$ cat config.mk
export PLATFORM = sky130hd
export DESIGN_NAME = trace_irq_ctrl
export DESIGN_NICKNAME = d
export VERILOG_FILES = /design/src/rtl/trace_pkg.sv /design/src/rtl/trace_ctrl.sv /design/src/rtl/trace_dpath.sv /design/src/rtl/trace_irq_ctrl.sv
export SDC_FILE = /design/constraint.sdc
export NUM_CORES = 1
export LEC_CHECK = 0
export ABC_AREA = 1
export BUFFER_PORTS_ARGS = -buffer_cell sky130_fd_sc_hd__buf_2
export CORE_AREA = 2 2 181 183
export DETAILED_ROUTE_END_ITERATION = 12
export DIE_AREA = 0 0 183 185
export PLACE_DENSITY_LB_ADDON = 0.15
export SYNTH_ARGS = -nofsm -noshare
export SYNTH_HDL_FRONTEND = slang
export SYNTH_HIERARCHICAL = 1
export SYNTH_SLANG_ARGS = --single-unit
$ cat constraint.sdc
create_clock -name clk -period 1.6 [get_ports clk]
set_clock_uncertainty 0.1 [all_clocks]
set_input_delay 0.16 -clock clk [delete_from_list [all_inputs] [get_ports clk]]
set_output_delay 0.16 -clock clk [all_outputs]
set_load 0.05 [all_outputs]
$ cat src/rtl/trace_pkg.sv
package trace_pkg;

  localparam int MSR_W  = 64;
  localparam int SRR1_W = 64;

  // machine-state bit positions, bit 0 = least significant
  localparam int MSR_EE_BIT = 15;
  localparam int MSR_PR_BIT = 14;
  localparam int MSR_SE_BIT = 10;
  localparam int MSR_BT_BIT = 9;
  localparam int MSR_IR_BIT = 5;
  localparam int MSR_DR_BIT = 4;
  localparam int MSR_RI_BIT = 1;

  // saved-status bit positions
  localparam int ST_TRACE_BIT = 30;
  localparam int ST_LOAD_BIT  = 28;
  localparam int ST_STORE_BIT = 27;

  typedef enum logic [3:0] {
    CLS_OTHER  = 4'd0,
    CLS_LOAD   = 4'd1,
    CLS_STORE  = 4'd2,
    CLS_BRANCH = 4'd3,
    CLS_RFI    = 4'd4,
    CLS_ICINV  = 4'd5,
    CLS_ICTCH  = 4'd6,
    CLS_DCTCH  = 4'd7,
    CLS_DCSTR  = 4'd8,
    CLS_DCFLS  = 4'd9,
    CLS_DCTST  = 4'd10,
    CLS_DCZERO = 4'd11
  } instClass_e;

  typedef struct packed {
    logic complete;
    logic fireTrace;
    logic fireAsync;
    logic writeSrr1;
  } ctrlStrobe_t;

  function automatic logic isLoadLike(input logic [3:0] c);
    case (c)
      CLS_LOAD, CLS_ICINV, CLS_ICTCH, CLS_DCTCH, CLS_DCSTR, CLS_DCFLS: isLoadLike = 1'b1;
      default: isLoadLike = 1'b0;
    endcase
  endfunction

  function automatic logic isStoreLike(input logic [3:0] c);
    case (c)
      CLS_STORE, CLS_DCTST, CLS_DCZERO: isStoreLike = 1'b1;
      default: isStoreLike = 1'b0;
    endcase
  endfunction

  function automatic logic [MSR_W-1:0] entryClearMask();
    logic [MSR_W-1:0] m;
    m = '0;
    m[MSR_EE_BIT] = 1'b1;
    m[MSR_PR_BIT] = 1'b1;
    m[MSR_SE_BIT] = 1'b1;
    m[MSR_BT_BIT] = 1'b1;
    m[MSR_IR_BIT] = 1'b1;
    m[MSR_DR_BIT] = 1'b1;
    m[MSR_RI_BIT] = 1'b1;
    return m;
  endfunction

endpackage

$ cat src/rtl/trace_ctrl.sv
module trace_ctrl
  import trace_pkg::*;
(
  input  logic             clk,
  input  logic             rst,
  input  logic             instValid,
  input  logic [3:0]       instClass,
  input  logic [MSR_W-1:0] msrIn,
  input  logic             asyncIrq,
  output ctrlStrobe_t      strobe,
  output logic             busy
);

  typedef enum logic {ST_RUN, ST_SAVE1} state_e;

  state_e stateQ;
  logic   pendingQ;
  logic   accept;
  logic   armHit;
  logic   isRfi;
  logic   isBranch;

  always_comb begin
    busy     = (stateQ == ST_SAVE1);
    accept   = instValid && !busy;
    isRfi    = (instClass == CLS_RFI);
    isBranch = (instClass == CLS_BRANCH);

    strobe.fireTrace = accept && pendingQ;
    strobe.fireAsync = accept && !pendingQ && asyncIrq;
    strobe.complete  = accept && !pendingQ && !asyncIrq;
    strobe.writeSrr1 = busy;

    armHit = strobe.complete && !isRfi &&
             (msrIn[MSR_SE_BIT] || (msrIn[MSR_BT_BIT] && isBranch));
  end

  always_ff @(posedge clk) begin
    if (rst) begin
      pendingQ <= 1'b0;
      stateQ   <= ST_RUN;
    end else begin
      if (armHit) pendingQ <= 1'b1;
      else if (strobe.writeSrr1) pendingQ <= 1'b0;

      case (stateQ)
        ST_RUN:   if (strobe.fireTrace || strobe.fireAsync) stateQ <= ST_SAVE1;
        default:  stateQ <= ST_RUN;
      endcase
    end
  end

endmodule

$ cat src/rtl/trace_dpath.sv
module trace_dpath
  import trace_pkg::*;
#(
  parameter int              ADDR_W    = 64,
  parameter logic [ADDR_W-1:0] TRACE_VEC = 'hD00
) (
  input  logic              clk,
  input  logic              rst,
  input  ctrlStrobe_t       strobe,
  input  logic [3:0]        instClass,
  input  logic [ADDR_W-1:0] instAddr,
  input  logic [MSR_W-1:0]  msrIn,
  input  logic [ADDR_W-1:0] asyncVec,
  output logic              redirect,
  output logic [ADDR_W-1:0] redirectAddr,
  output logic              srr0We,
  output logic [ADDR_W-1:0] srr0Data,
  output logic              srr1We,
  output logic [SRR1_W-1:0] srr1Data,
  output logic              msrWe,
  output logic [MSR_W-1:0]  msrNext
);

  localparam logic [MSR_W-1:0] CLEAR_MASK = entryClearMask();

  logic [3:0]        lastClassQ;
  logic [SRR1_W-1:0] srr1HoldQ;
  logic [SRR1_W-1:0] traceStatus;

  always_comb begin
    traceStatus = '0;
    traceStatus[ST_TRACE_BIT] = 1'b1;
    traceStatus[ST_LOAD_BIT]  = isLoadLike(lastClassQ);
    traceStatus[ST_STORE_BIT] = isStoreLike(lastClassQ);
  end

  always_ff @(posedge clk) begin
    if (rst) begin
      lastClassQ <= CLS_OTHER;
      srr1HoldQ  <= '0;
    end else begin
      if (strobe.complete) lastClassQ <= instClass;
      if (strobe.fireTrace) srr1HoldQ <= traceStatus;
      else if (strobe.fireAsync) srr1HoldQ <= '0;
    end
  end

  always_comb begin
    redirect     = strobe.fireTrace || strobe.fireAsync;
    redirectAddr = strobe.fireTrace ? TRACE_VEC : asyncVec;
    srr0We       = redirect;
    srr0Data     = instAddr;
    srr1We       = strobe.writeSrr1;
    srr1Data     = srr1HoldQ;
    msrWe        = strobe.writeSrr1;
    msrNext      = msrIn & ~CLEAR_MASK;
  end

endmodule

$ cat src/rtl/trace_irq_ctrl.sv
module trace_irq_ctrl
  import trace_pkg::*;
#(
  parameter int                ADDR_W    = 64,
  parameter logic [ADDR_W-1:0] TRACE_VEC = 'hD00
) (
  input  logic              clk,
  input  logic              rst,
  input  logic              instValid,
  input  logic [3:0]        instClass,
  input  logic [ADDR_W-1:0] instAddr,
  input  logic [63:0]       msrIn,
  input  logic              asyncIrq,
  input  logic [ADDR_W-1:0] asyncVec,
  output logic              redirect,
  output logic [ADDR_W-1:0] redirectAddr,
  output logic              traceFire,
  output logic              asyncTake,
  output logic              busy,
  output logic              srr0We,
  output logic [ADDR_W-1:0] srr0Data,
  output logic              srr1We,
  output logic [63:0]       srr1Data,
  output logic              msrWe,
  output logic [63:0]       msrNext
);

  ctrlStrobe_t strobe;

  trace_ctrl u_ctrl (
    .clk       (clk),
    .rst       (rst),
    .instValid (instValid),
    .instClass (instClass),
    .msrIn     (msrIn),
    .asyncIrq  (asyncIrq),
    .strobe    (strobe),
    .busy      (busy)
  );

  trace_dpath #(.ADDR_W(ADDR_W), .TRACE_VEC(TRACE_VEC)) u_dpath (
    .clk          (clk),
    .rst          (rst),
    .strobe       (strobe),
    .instClass    (instClass),
    .instAddr     (instAddr),
    .msrIn        (msrIn),
    .asyncVec     (asyncVec),
    .redirect     (redirect),
    .redirectAddr (redirectAddr),
    .srr0We       (srr0We),
    .srr0Data     (srr0Data),
    .srr1We       (srr1We),
    .srr1Data     (srr1Data),
    .msrWe        (msrWe),
    .msrNext      (msrNext)
  );

  assign traceFire = strobe.fireTrace;
  assign asyncTake = strobe.fireAsync;

endmodule

==> results.md <==
* Outcome: complete, but fails checks
* Violated checks: negative setup slack
* Chip Height at 185 µm
* Hold Path Class: primary input to flop
* Cell Count, Final, Fillers Out at 839
* H-tree depth at 1
* Vias in the first global route at between 1500 and 2000
* Largest net degree at the start of global routing at 12
* Number of fill cells at approximately 3800
* Share of post-route cells with drive strength above 1 at 0.568
* CP Max Fanout at 8
* Clk_lat worst skew at about 230 ps
* Core Util, Final at 0.113
* IO Count at around 460
* Worst setup margin at -107 ps
* Final Max Slew Viols at 0
* Row count at between 60 and 70
* First-pass GRT wire length at ~11000 µm
* Hold-fix buffers at CTS at 0
* Worst-path clk slew at 40 ps
* Pre-CTS setup slack at 2.08 ps
* Setup crit end kind: primary output
* R2r setup slk at 150 ps
* Syn-to-layout area delta at 47.4%
* Slowest-stage cell, CP: dfxtp_4
* Critical-path cell list: nor3_4, buf_12, buf_12, buf_12, nor2_4, buf_6
* RR Endpoint: u_dpath/srr1Data[28]
* GRT Total Usage at 0.0450
* Wire length on met1 at between 3000 and 4000 µm
* Cell Pwr Density at ~590 nW/µm²
* Max Fclk at a little under 0.6 GHz
* Clk root buf: clkbuf_16
* Setup crit start kind: flop
* NumNets Final at 632
* I/O Buffers at 147
* Worst Hold Depth at 3
* Initial antenna violation count at 1
* Clock sinks at 9
* Ys Warns at 6
* Number of vias per cell at 2.41
* Yosys reg bits at 9
* # setup viols final at 62
* WHS Endpoint: u_ctrl/busy
* DRC at 0
* Cells after Synth at slightly below 400
* Die Area at about 34000 µm²
* Top delay family on crit path: buffers and inverters
* Met2 wire len at about 3600 µm
* Post-synthesis sequential area ratio at 0.0735
* Crit-path max cell delay at 340 ps
* GRT overflow at 0
* Reg2Reg Launch Point: u_ctrl/busy
* TritonCTS Buffers at 3
* Iteration-0 DRC Markers at 30
* CP arrival at about 1500 ps
* Core region area at 32000 µm²
* Post-Syn Area per Cell at approximately 6.3 µm²
* RePlAce Congestion at 0.597
* Post-Syn Area at around 2500 µm²
* Total Power at 2.13 mW
* Hold Startpoint: asyncIrq
* Period minus WS final at about 1700 ps
* RSZ-0062 raised after global routing: yes
* Vias at between 2000 and 2500
* Maxcap violations at 0
* FF-to-FF path depth at 7
* Top Layer Used: met4
* Die W at between 150 and 200 µm
* LEAKAGE at between 1.5 and 2 nW
* Post-route ant nets at 0
* Fin crit share at 1.07
* CP dominant cell by count: buf_12
* Post-synthesis cell type count at 20
* DRT Pass-1 Iters at 2
* Routed Wire Length at between 8000 and 9000 µm
* Maximum VDD drop at between 200 and 300 µV
* Met3 WL post-DR at between 2000 and 2500 µm
* Initial Util at 0.0765
* Inst Count DP at slightly above 800
* Antenna Cells at 0
* Wire length per cell at 10.4 µm
* Data required, critical path at between 1000 and 1500 ps
* Fin. Hold Viols at 0
* DP HPWL at a little over 7000 µm
* Worst setup path class: flop to primary output
* CTS tree: built
* CP bufs+invs at 4
* Clock Path Buffers at 2
==> stage by stage <==
stage	setup TNS (ps)	hold WS [ps]	instance area, µm²
5_1_grt	-7760	136	3610
2_1_floorplan	-11530	123	2920
4_1_cts	-8530	97.7	3590
3_5_place_dp	0	220	2810
3_3_place_gp	0	220	2810
6_report	-4300	98.5	3610
==> synth_stat cells (all sizes together) <==
master / instances / area share
or2: 3 / 0.0077
dfxtp: 9 / 0.073
clkbuf: 6 / 0.034
nand2: 13 / 0.020
conb: 1 / 0.0015
buf: 194 / 0.60
nor2: 77 / 0.12
o21ai: 2 / 0.0041
a211oi: 3 / 0.0092
nand3: 3 / 0.0082
a21oi: 3 / 0.0061
nand4: 1 / 0.0026
inv: 75 / 0.11
nor3: 1 / 0.0020
nor4: 1 / 0.0026
==> power breakdown <==
part	internal [mW]	leakage, nW	switching [mW]
clock network	0.332	0.0382	0.102
logic	0.428	1.76	1.03
registers	0.236	0.0746	0.00577
==> tightest hold or removal path, delay by kind of cell <==
kind | cells | cell delay, ps
buffers and inverters | 1 | 90
AOI/OAI and AO/OA | 1 | 70
and+or+nand+nor | 1 | 70
==> cells in the final DEF, fill, tap and decap left out, types with 11 or more instances in the layout <==
cell | netlist | final
conb_1 | 1 | 68
nand2_1 | 13 | 12
nor2_1 | 76 | 15
buf_8 | 0 | 15
buf_2 | 0 | 79
nor2_2 | 1 | 34
nor2_4 | 0 | 28
inv_1 | 74 | 72
buf_12 | 0 | 11
buf_6 | 1 | 54
==> cells by family (layout without fill, tap and decap cells) <==
family / Yosys count / after routing / share of synthesized area
compound gates: 8 / 8 / 0.0194
buf+inv: 275 / 247 / 0.744
flops: 9 / 9 / 0.0735
other cells: 1 / 68 / 0.00153
simple gates: 99 / 99 / 0.162
==> flip-flops by register name, indices dropped and copies added (netlist names) <==
name                cells
u_ctrl/busy             1
u_dpath/lastClassQ      4
u_ctrl/pendingQ         1
u_dpath/srr1Data        3
==> per-layer routing <==
metal,up-vias,track usage
met5,-,0
met4,0,0.00512
met3,4,0.0492
met2,258,0.0642
met1,831,0.0457
li1,930,-
==> area by class of cell <==
class | count | area (µm²) | share of cell area
Tap cell | 408 | 510 | 0.141
Multi-Input combinational cell | 175 | 1040 | 0.288
Clock buffer | 4 | 78.8 | 0.0218
Inverter | 75 | 282 | 0.0779
Sequential cell | 9 | 185 | 0.0512
Timing Repair Buffer | 168 | 1520 | 0.420
==> how the worst max path moves through the flow <==
stage          cells past startpoint  slack [ps]          endpoint       startpoint
2_1_floorplan                      4        -180   redirectAddr[0]      u_ctrl/busy
3_3_place_gp                       6          20          redirect  u_ctrl/pendingQ
3_5_place_dp                       5           2          redirect      u_ctrl/busy
4_1_cts                            7        -190  redirectAddr[42]  u_ctrl/pendingQ
5_1_grt                            5        -160  redirectAddr[53]      u_ctrl/busy
6_report                           6        -110  redirectAddr[44]      u_ctrl/busy
==> what timing repair did <==
item / in CTS / in global routing
buffers inserted: 10 / 1
endpoints found under the hold margin: 0 / 0
resized for setup: 175 / 10
endpoints found under the setup margin: 68 / 68
pin swaps: 21 / 4
No activity file was read; power rests on OpenSTA's default activity.
